===== config.mk =====
export PLATFORM = sky130hd
export DESIGN_NAME = smb_bit_timer
export DESIGN_NICKNAME = d
export VERILOG_FILES = /design/src/rtl/smb_timer_pkg.sv /design/src/rtl/smb_timer_dp.sv /design/src/rtl/smb_timer_ctrl.sv /design/src/rtl/smb_bit_timer.sv
export SDC_FILE = /design/constraint.sdc
export NUM_CORES = 1
export LEC_CHECK = 0
export ABC_AREA = 1
export BUFFER_PORTS_ARGS = -buffer_cell sky130_fd_sc_hd__buf_2
export CELL_PAD_IN_SITES_DETAIL_PLACEMENT = 0
export CELL_PAD_IN_SITES_GLOBAL_PLACEMENT = 2
export CORE_MARGIN = 2
export CORE_UTILIZATION = 34
export CTS_BUF_LIST = sky130_fd_sc_hd__clkbuf_4 sky130_fd_sc_hd__clkbuf_8
export CTS_CLUSTER_DIAMETER = 80
export CTS_CLUSTER_SIZE = 20
export DETAILED_ROUTE_END_ITERATION = 6
export PLACE_DENSITY = 0.9
export SLEW_MARGIN = 20
export SYNTH_ARGS = -nofsm -noshare
export SYNTH_HDL_FRONTEND = slang
export SYNTH_SLANG_ARGS = --single-unit

===== constraint.sdc =====
create_clock -name clk -period 1.5 [get_ports clk]
set_input_delay 0.075 -clock clk [delete_from_list [all_inputs] [get_ports clk]]
set_output_delay 0.075 -clock clk [all_outputs]
set_load 0.05 [all_outputs]

===== src/rtl/smb_timer_pkg.sv =====
`timescale 1ns/1ps
package smb_timer_pkg;

  // Phase of the SCL waveform
  typedef enum logic [1:0] {
    PH_HIGH = 2'd0,  // line released and seen high, counting high ticks
    PH_LOW  = 2'd1,  // line pulled low, counting low ticks and SDA timing
    PH_REL  = 2'd2   // line released, waiting for it to read high
  } phase_e;

  // Strobes from control to datapath
  typedef struct packed {
    logic phaseClr;   // clear the phase tick counter
    logic phaseInc;   // count one source tick
    logic sdaLaunch;  // SCL falls now: start the SDA hold timer
    logic lowEnd;     // SCL is released now
  } ctrl_strb_t;

endpackage


===== src/rtl/smb_timer_dp.sv =====
`timescale 1ns/1ps
module smb_timer_dp
  import smb_timer_pkg::*;
#(
  parameter int LOW_TICKS  = 2,
  parameter int HIGH_TICKS = 4,
  parameter int HOLD_STD   = 3,
  parameter int HOLD_EXT   = 12,
  parameter int SETUP_EXT  = 11,
  parameter int CW = $clog2(((LOW_TICKS > HIGH_TICKS) ? LOW_TICKS : HIGH_TICKS) + 1)
) (
  input  logic          clk,
  input  logic          rstN,
  input  ctrl_strb_t    strb,
  input  logic          extHold,
  input  logic          dataBit,
  output logic [CW-1:0] phaseCnt,
  output logic          lowDone,
  output logic          highDone,
  output logic          setupOk,
  output logic          sdaPullLow,
  output logic          modeExt,
  output logic          sdaUpd
);

  localparam int HOLD_MAX = (HOLD_EXT > HOLD_STD) ? HOLD_EXT : HOLD_STD;
  localparam int HW = $clog2(HOLD_MAX + 2);
  localparam int SW = $clog2(SETUP_EXT + 2);

  logic          holdRun;
  logic [HW-1:0] holdCnt;
  logic [HW-1:0] holdTarget;
  logic          holdHit;
  logic [SW-1:0] setupCnt;
  logic          sdaLevel;

  // Phase tick counter, shared by the low and high phases
  always_ff @(posedge clk) begin
    if (!rstN)              phaseCnt <= '0;
    else if (strb.phaseClr) phaseCnt <= '0;
    else if (strb.phaseInc) phaseCnt <= phaseCnt + CW'(1);
  end

  assign lowDone  = (phaseCnt >= CW'(LOW_TICKS));
  assign highDone = (phaseCnt >= CW'(HIGH_TICKS));

  // Hold timer: the mode is latched when SCL falls
  assign holdTarget = modeExt ? HW'(HOLD_EXT) : HW'(HOLD_STD);
  assign holdHit    = holdRun && (holdCnt == holdTarget - HW'(1));

  always_ff @(posedge clk) begin
    if (!rstN) begin
      holdRun  <= 1'b0;
      holdCnt  <= '0;
      modeExt  <= 1'b0;
      sdaUpd   <= 1'b0;
      sdaLevel <= 1'b1;
    end else if (strb.sdaLaunch) begin
      holdRun  <= 1'b1;
      holdCnt  <= '0;
      modeExt  <= extHold;
      sdaUpd   <= 1'b0;
    end else if (holdHit) begin
      holdRun  <= 1'b0;
      sdaUpd   <= 1'b1;
      sdaLevel <= dataBit;
    end else if (holdRun) begin
      holdCnt  <= holdCnt + HW'(1);
    end
  end

  // Setup timer: clocks of SDA stability since the change
  always_ff @(posedge clk) begin
    if (!rstN)                                 setupCnt <= '0;
    else if (holdHit)                          setupCnt <= '0;
    else if (sdaUpd && setupCnt != SW'(SETUP_EXT)) setupCnt <= setupCnt + SW'(1);
  end

  assign setupOk    = sdaUpd && (!modeExt || setupCnt >= SW'(SETUP_EXT - 1));
  assign sdaPullLow = !sdaLevel;

  // control may only release SCL once the SDA change has happened
  a_r7_release_after_sda: assert property (@(posedge clk) disable iff (!rstN)
    strb.lowEnd |-> sdaUpd && !holdRun);

  // release never comes before the low tick budget is used up
  a_r2_low_budget: assert property (@(posedge clk) disable iff (!rstN)
    strb.lowEnd |-> phaseCnt >= CW'(LOW_TICKS));

endmodule


===== src/rtl/smb_timer_ctrl.sv =====
`timescale 1ns/1ps
module smb_timer_ctrl
  import smb_timer_pkg::*;
#(
  parameter int CW = 3
) (
  input  logic          clk,
  input  logic          rstN,
  input  logic          srcTick,
  input  logic          sclIn,
  input  logic [CW-1:0] phaseCnt,
  input  logic          lowDone,
  input  logic          highDone,
  input  logic          setupOk,
  output ctrl_strb_t    strb,
  output logic          sclPullLow,
  output logic          bitStrobe
);

  phase_e phase, phaseNext;

  always_comb begin
    strb      = '0;
    phaseNext = phase;
    unique case (phase)
      PH_HIGH: begin
        if (highDone) begin
          phaseNext      = PH_LOW;
          strb.phaseClr  = 1'b1;
          strb.sdaLaunch = 1'b1;
        end else if (srcTick && sclIn) begin
          strb.phaseInc  = 1'b1;
        end
      end
      PH_LOW: begin
        if (lowDone && setupOk) begin
          phaseNext     = PH_REL;
          strb.phaseClr = 1'b1;
          strb.lowEnd   = 1'b1;
        end else if (srcTick && !lowDone) begin
          strb.phaseInc = 1'b1;
        end
      end
      PH_REL: begin
        if (sclIn) begin
          phaseNext     = PH_HIGH;
          strb.phaseClr = 1'b1;
        end
      end
      default: phaseNext = PH_REL;
    endcase
  end

  always_ff @(posedge clk) begin
    if (!rstN) begin
      phase     <= PH_HIGH;
      bitStrobe <= 1'b0;
    end else begin
      phase     <= phaseNext;
      bitStrobe <= strb.sdaLaunch;
    end
  end

  assign sclPullLow = (phase == PH_LOW);

  // a held-low line freezes the high count
  a_r3_freeze_when_held: assert property (@(posedge clk) disable iff (!rstN)
    (phase == PH_HIGH && !sclIn && !highDone) |=> $stable(phaseCnt));

  // the bit boundary pulse coincides with the first pulled-low cycle
  a_r4_strobe_on_fall: assert property (@(posedge clk) disable iff (!rstN)
    bitStrobe |-> sclPullLow && !$past(sclPullLow));

endmodule


===== src/rtl/smb_bit_timer.sv =====
`timescale 1ns/1ps
module smb_bit_timer
  import smb_timer_pkg::*;
#(
  parameter int LOW_TICKS  = 2,
  parameter int HIGH_TICKS = 4,
  parameter int HOLD_STD   = 3,
  parameter int HOLD_EXT   = 12,
  parameter int SETUP_EXT  = 11
) (
  input  logic clk,
  input  logic rstN,
  input  logic srcTick,
  input  logic sclIn,
  input  logic extHold,
  input  logic dataBit,
  output logic sclPullLow,
  output logic sdaPullLow,
  output logic bitStrobe
);

  localparam int CW = $clog2(((LOW_TICKS > HIGH_TICKS) ? LOW_TICKS : HIGH_TICKS) + 1);
  localparam int PERIOD_TICKS = LOW_TICKS + HIGH_TICKS;
  localparam int TW = $clog2(PERIOD_TICKS + 2);
  localparam int AW = $clog2(HOLD_EXT + SETUP_EXT + 4);

  ctrl_strb_t    strb;
  logic [CW-1:0] phaseCnt;
  logic          lowDone, highDone, setupOk, modeExt, sdaUpd;

  smb_timer_ctrl #(.CW(CW)) ctrl_i (
    .clk(clk), .rstN(rstN), .srcTick(srcTick), .sclIn(sclIn),
    .phaseCnt(phaseCnt), .lowDone(lowDone), .highDone(highDone),
    .setupOk(setupOk), .strb(strb), .sclPullLow(sclPullLow),
    .bitStrobe(bitStrobe)
  );

  smb_timer_dp #(
    .LOW_TICKS(LOW_TICKS), .HIGH_TICKS(HIGH_TICKS), .HOLD_STD(HOLD_STD),
    .HOLD_EXT(HOLD_EXT), .SETUP_EXT(SETUP_EXT), .CW(CW)
  ) dp_i (
    .clk(clk), .rstN(rstN), .strb(strb), .extHold(extHold), .dataBit(dataBit),
    .phaseCnt(phaseCnt), .lowDone(lowDone), .highDone(highDone),
    .setupOk(setupOk), .sdaPullLow(sdaPullLow), .modeExt(modeExt),
    .sdaUpd(sdaUpd)
  );

  // Observation counters for port-level properties
  logic [AW-1:0] fallAge, setupAge;
  logic [TW-1:0] rateTicks, lowTicks;
  logic          seenBoundary;

  always_ff @(posedge clk) begin
    if (!rstN) begin
      fallAge      <= '0;
      setupAge     <= '0;
      rateTicks    <= '0;
      lowTicks     <= '0;
      seenBoundary <= 1'b0;
    end else begin
      fallAge  <= bitStrobe ? AW'(1) : ((&fallAge) ? fallAge : fallAge + AW'(1));
      setupAge <= !sdaUpd ? '0 : ((&setupAge) ? setupAge : setupAge + AW'(1));
      if (bitStrobe) begin
        rateTicks    <= TW'(srcTick);
        lowTicks     <= TW'(srcTick);
        seenBoundary <= 1'b1;
      end else begin
        if (srcTick && rateTicks != TW'(PERIOD_TICKS)) rateTicks <= rateTicks + TW'(1);
        if (sclPullLow && srcTick && lowTicks != TW'(PERIOD_TICKS)) lowTicks <= lowTicks + TW'(1);
      end
    end
  end

  // SDA moves exactly at the hold mark of the latched mode
  a_r5_r6_hold_mark: assert property (@(posedge clk) disable iff (!rstN)
    (sdaPullLow != $past(sdaPullLow)) |->
      fallAge == (modeExt ? AW'(HOLD_EXT) : AW'(HOLD_STD)));

  // extended mode keeps SDA stable long enough before SCL rises
  a_r7_ext_setup: assert property (@(posedge clk) disable iff (!rstN)
    ($fell(sclPullLow) && modeExt) |-> setupAge >= AW'(SETUP_EXT));

  // low phase spans the full low tick budget
  a_r2_low_ticks: assert property (@(posedge clk) disable iff (!rstN)
    $fell(sclPullLow) |-> lowTicks >= TW'(LOW_TICKS));

  // bit rate never exceeds the configured period
  a_r9_no_overrate: assert property (@(posedge clk) disable iff (!rstN)
    (bitStrobe && seenBoundary) |-> rateTicks >= TW'(PERIOD_TICKS));

endmodule


==> metrics.cfg <==
[outcome]
outcome=finished clean

[drt]
postRouteAntennaNets=0
drc=0
drtIter0Drc=13
drt-vias-per-instance=4.56
routed_wl_um=1630
dr.pass1.iters=4
vias=753
wl_per_cell_um=9.85

[synth]
syn_nets=133
ys_seq_area_share_pct=39.9
synth-seq-cells=18
synth_top_cell_by_area=dfxtp_1
synth_top_cell_area_share_pct=39.9
ys_warn_count=0
syn_area_um2=902
avgSynthCellArea_um2=7.33
synthCells=123
synthDistinctLibCells=22
ys_top_cells_by_area=dfxtp_1 (40%), nand2_1 (11%), nand3_1 (7.8%)

[cts]
clockBufferDepth=2
clock_latency_ns=0.28
clk_pin_slew_ns=0.10
cts_root_buf=clkbuf_4
tritoncts=built
cts_buffers=3
cts.sinks=18
htreeDepth=1

[critical_path]
cp_max_fo=5
crit_required_ns=1.68
critPathSlowestCell=dfxtp_1
cp_top_family=flip-flops
max_stage_delay_ns=0.41
path_class=flip-flop to flip-flop
cp.arrival_ns=1.46
crit_top_cell=nand2_1
cp-start-kind=flip-flop
worstPathCellList=ha_1 > nand3_1 > nand2_1 > inv_2 > nand2_1 > xor2_1 > nor2_1
critPathBufInv=1
cp-end-kind=flip-flop

[sta]
slew_violations=0
clock_skew_ns=0.00563
fmax_mhz=776
slew_headroom_pct=83.6
period_share_pct=85.9
hold_violations=0
tightest_slew_ns=0.248
rsz0062_at_grt=false
setup_violations=0
min_period_ns=1.29
fin_tns_setup_ns=0

[die]
dieHeight_um=55.5
start_util_pct=36.1
dieArea_mm2=0.00308
ioPinCount=9
rows=18
coreArea_mm2=0.00250
die_w_um=55.5

[pwr]
fin_total_pwr_uw=753
power.leakage_uw=0.000441
powerDensity_mw_per_mm2=744
ir_drop_v=0.000400

[global_route]
antenna_found_initial=0
grt_max_degree=10
grt_pass1_wl_um=2840
globalRoute.totalOverflow=0
first_global_vias=709
grtUsageTotal_pct=11.4

[cells_and_area]
drive_gt1_share_pct=17.8
final_cell_mix=nand2_1 (27), dfxtp_1 (18), inv_1 (15), nand3_1 (14), a21oi_1 (12)
insertedDiodeCount=0
final_nets=147
area_delta_synth_final_pct=12.2
fillCellCount=272
mostFrequentLayoutCell=nand2_1

[placement]
gp_congestion=0.833
port-buffer-count=8
dp_hpwl_um=1320

[run]
drv_cap=0

[min_path]
hp-class=primary input to flip-flop

area by class of cell:
class / count / area (um^2) / area share, %
clock buffers: 3 / 22.5 / 2.22
multi-input cells: 87 / 474 / 46.8
repair buffers: 9 / 50.0 / 4.94
flip-flops and latches: 18 / 360 / 35.6
inverters: 18 / 67.6 / 6.67
well taps: 30 / 37.5 / 3.71
power by group:
group	switching [uW]	internal, uW	leakage [uW]	total [uW]
clock	134	93.0	0.0000138	227
sequential	3.12	481	0.000145	484
combinational	25.1	17.5	0.000282	42.6
total	162	591	0.000441	753
stage by stage:
step | hold slack (ns) | area [um^2] | worst slack, ns | utilization (%) | instances
finish | 0.0129 | 1010 | 0.211 | 40.5 | 165
global route | 0.00608 | 1010 | 0.0877 | 40.5 | 165
CTS | 0.00970 | 1010 | 0.201 | 40.5 | 165
detailed placement | 0.295 | 980 | 0.228 | 39.2 | 161
global placement | 0.288 | 980 | 0.228 | 39.2 | 161
floorplan | 0.160 | 902 | 0.261 | - | 123
flip-flops by register name, indices dropped and copies added, names as in the netlist:
signal and cells:
dp_i.holdCnt 4, dp_i.setupCnt 4, dp_i.phaseCnt 3, ctrl_i.phase 2, ctrl_i.bitStrobe 1, dp_i.holdRun 1
dp_i.modeExt 1, dp_i.sdaLevel 1, dp_i.sdaUpd 1
worst reg2reg max path, stage by stage (launching register included):
cell and delay, ns:
dfxtp_1 0.41, ha_1 0.22, nand3_1 0.09, nand2_1 0.13, inv_2 0.07, nand2_1 0.07, xor2_1 0.15, nor2_1 0.06
routing by layer:
layer / track usage [%] / up-vias / part of all wire [%] / routed length (um)
li1: - / 423 / - / -
met1: 15.1 / 307 / 52 / 851
met2: 17.5 / 19 / 43 / 699
met3: 2.11 / 4 / 3.2 / 52
met4: 6.27 / 0 / 1.4 / 22
met5: 0 / - / 0 / 0
what timing repair did:
| action | CTS | global route |
|---|---|---|
| buffers inserted | 0 | 0 |
| endpoints found under the setup margin | 0 | 0 |
| resized for setup | 0 | 0 |
| hold buffers | 1 | 0 |
| endpoints found under the hold margin | 1 | 0 |
synth_stat cells:
| library cell | instances |
|---|---|
| o21ai_1 | 3 |
| xnor2_1 | 1 |
| or2_0 | 1 |
| dfxtp_1 | 18 |
| nand4_1 | 2 |
| nor2_2 | 2 |
| nor2_1 | 9 |
| inv_2 | 3 |
| a21oi_1 | 12 |
| ha_1 | 4 |
| nand2_1 | 27 |
| and3_2 | 1 |
| xor2_1 | 1 |
| nor2_4 | 2 |
| and3_1 | 1 |
| inv_1 | 15 |
| a22o_1 | 1 |
| nand3_1 | 14 |
| nand3_2 | 1 |
| o21ai_0 | 1 |
| nand2_2 | 2 |
| nand2_4 | 2 |
cells by family after synthesis:
| group | Yosys count | synth area share [%] |
|---|---|---|
| buffers and inverters | 18 | 7.49 |
| adder cells (fa/ha/maj) | 4 | 5.55 |
| AO/OA/AOI/OAI | 17 | 9.85 |
| XOR/XNOR | 2 | 1.94 |
| AND/OR/NAND/NOR | 64 | 35.2 |
| flip-flops | 18 | 39.9 |
worst paths after layout:
check | start | cells after the start | to | slack, ns
setup / recovery | dp_i.setupCnt[1]$_SDFFE_PP0P_ | 7 | dp_i.setupCnt[3]$_SDFFE_PP0P_ | 0.21
hold / removal | extHold | 2 | dp_i.modeExt$_SDFFE_PN0P_ | 0.01
setup reg to reg | dp_i.setupCnt[1]$_SDFFE_PP0P_ | 7 | dp_i.setupCnt[3]$_SDFFE_PP0P_ | 0.21
hold reg to reg | dp_i.sdaLevel$_SDFFE_PN1P_ | 2 | dp_i.sdaLevel$_SDFFE_PN1P_ | 0.48
No activity file was read; power rests on OpenSTA's default activity.
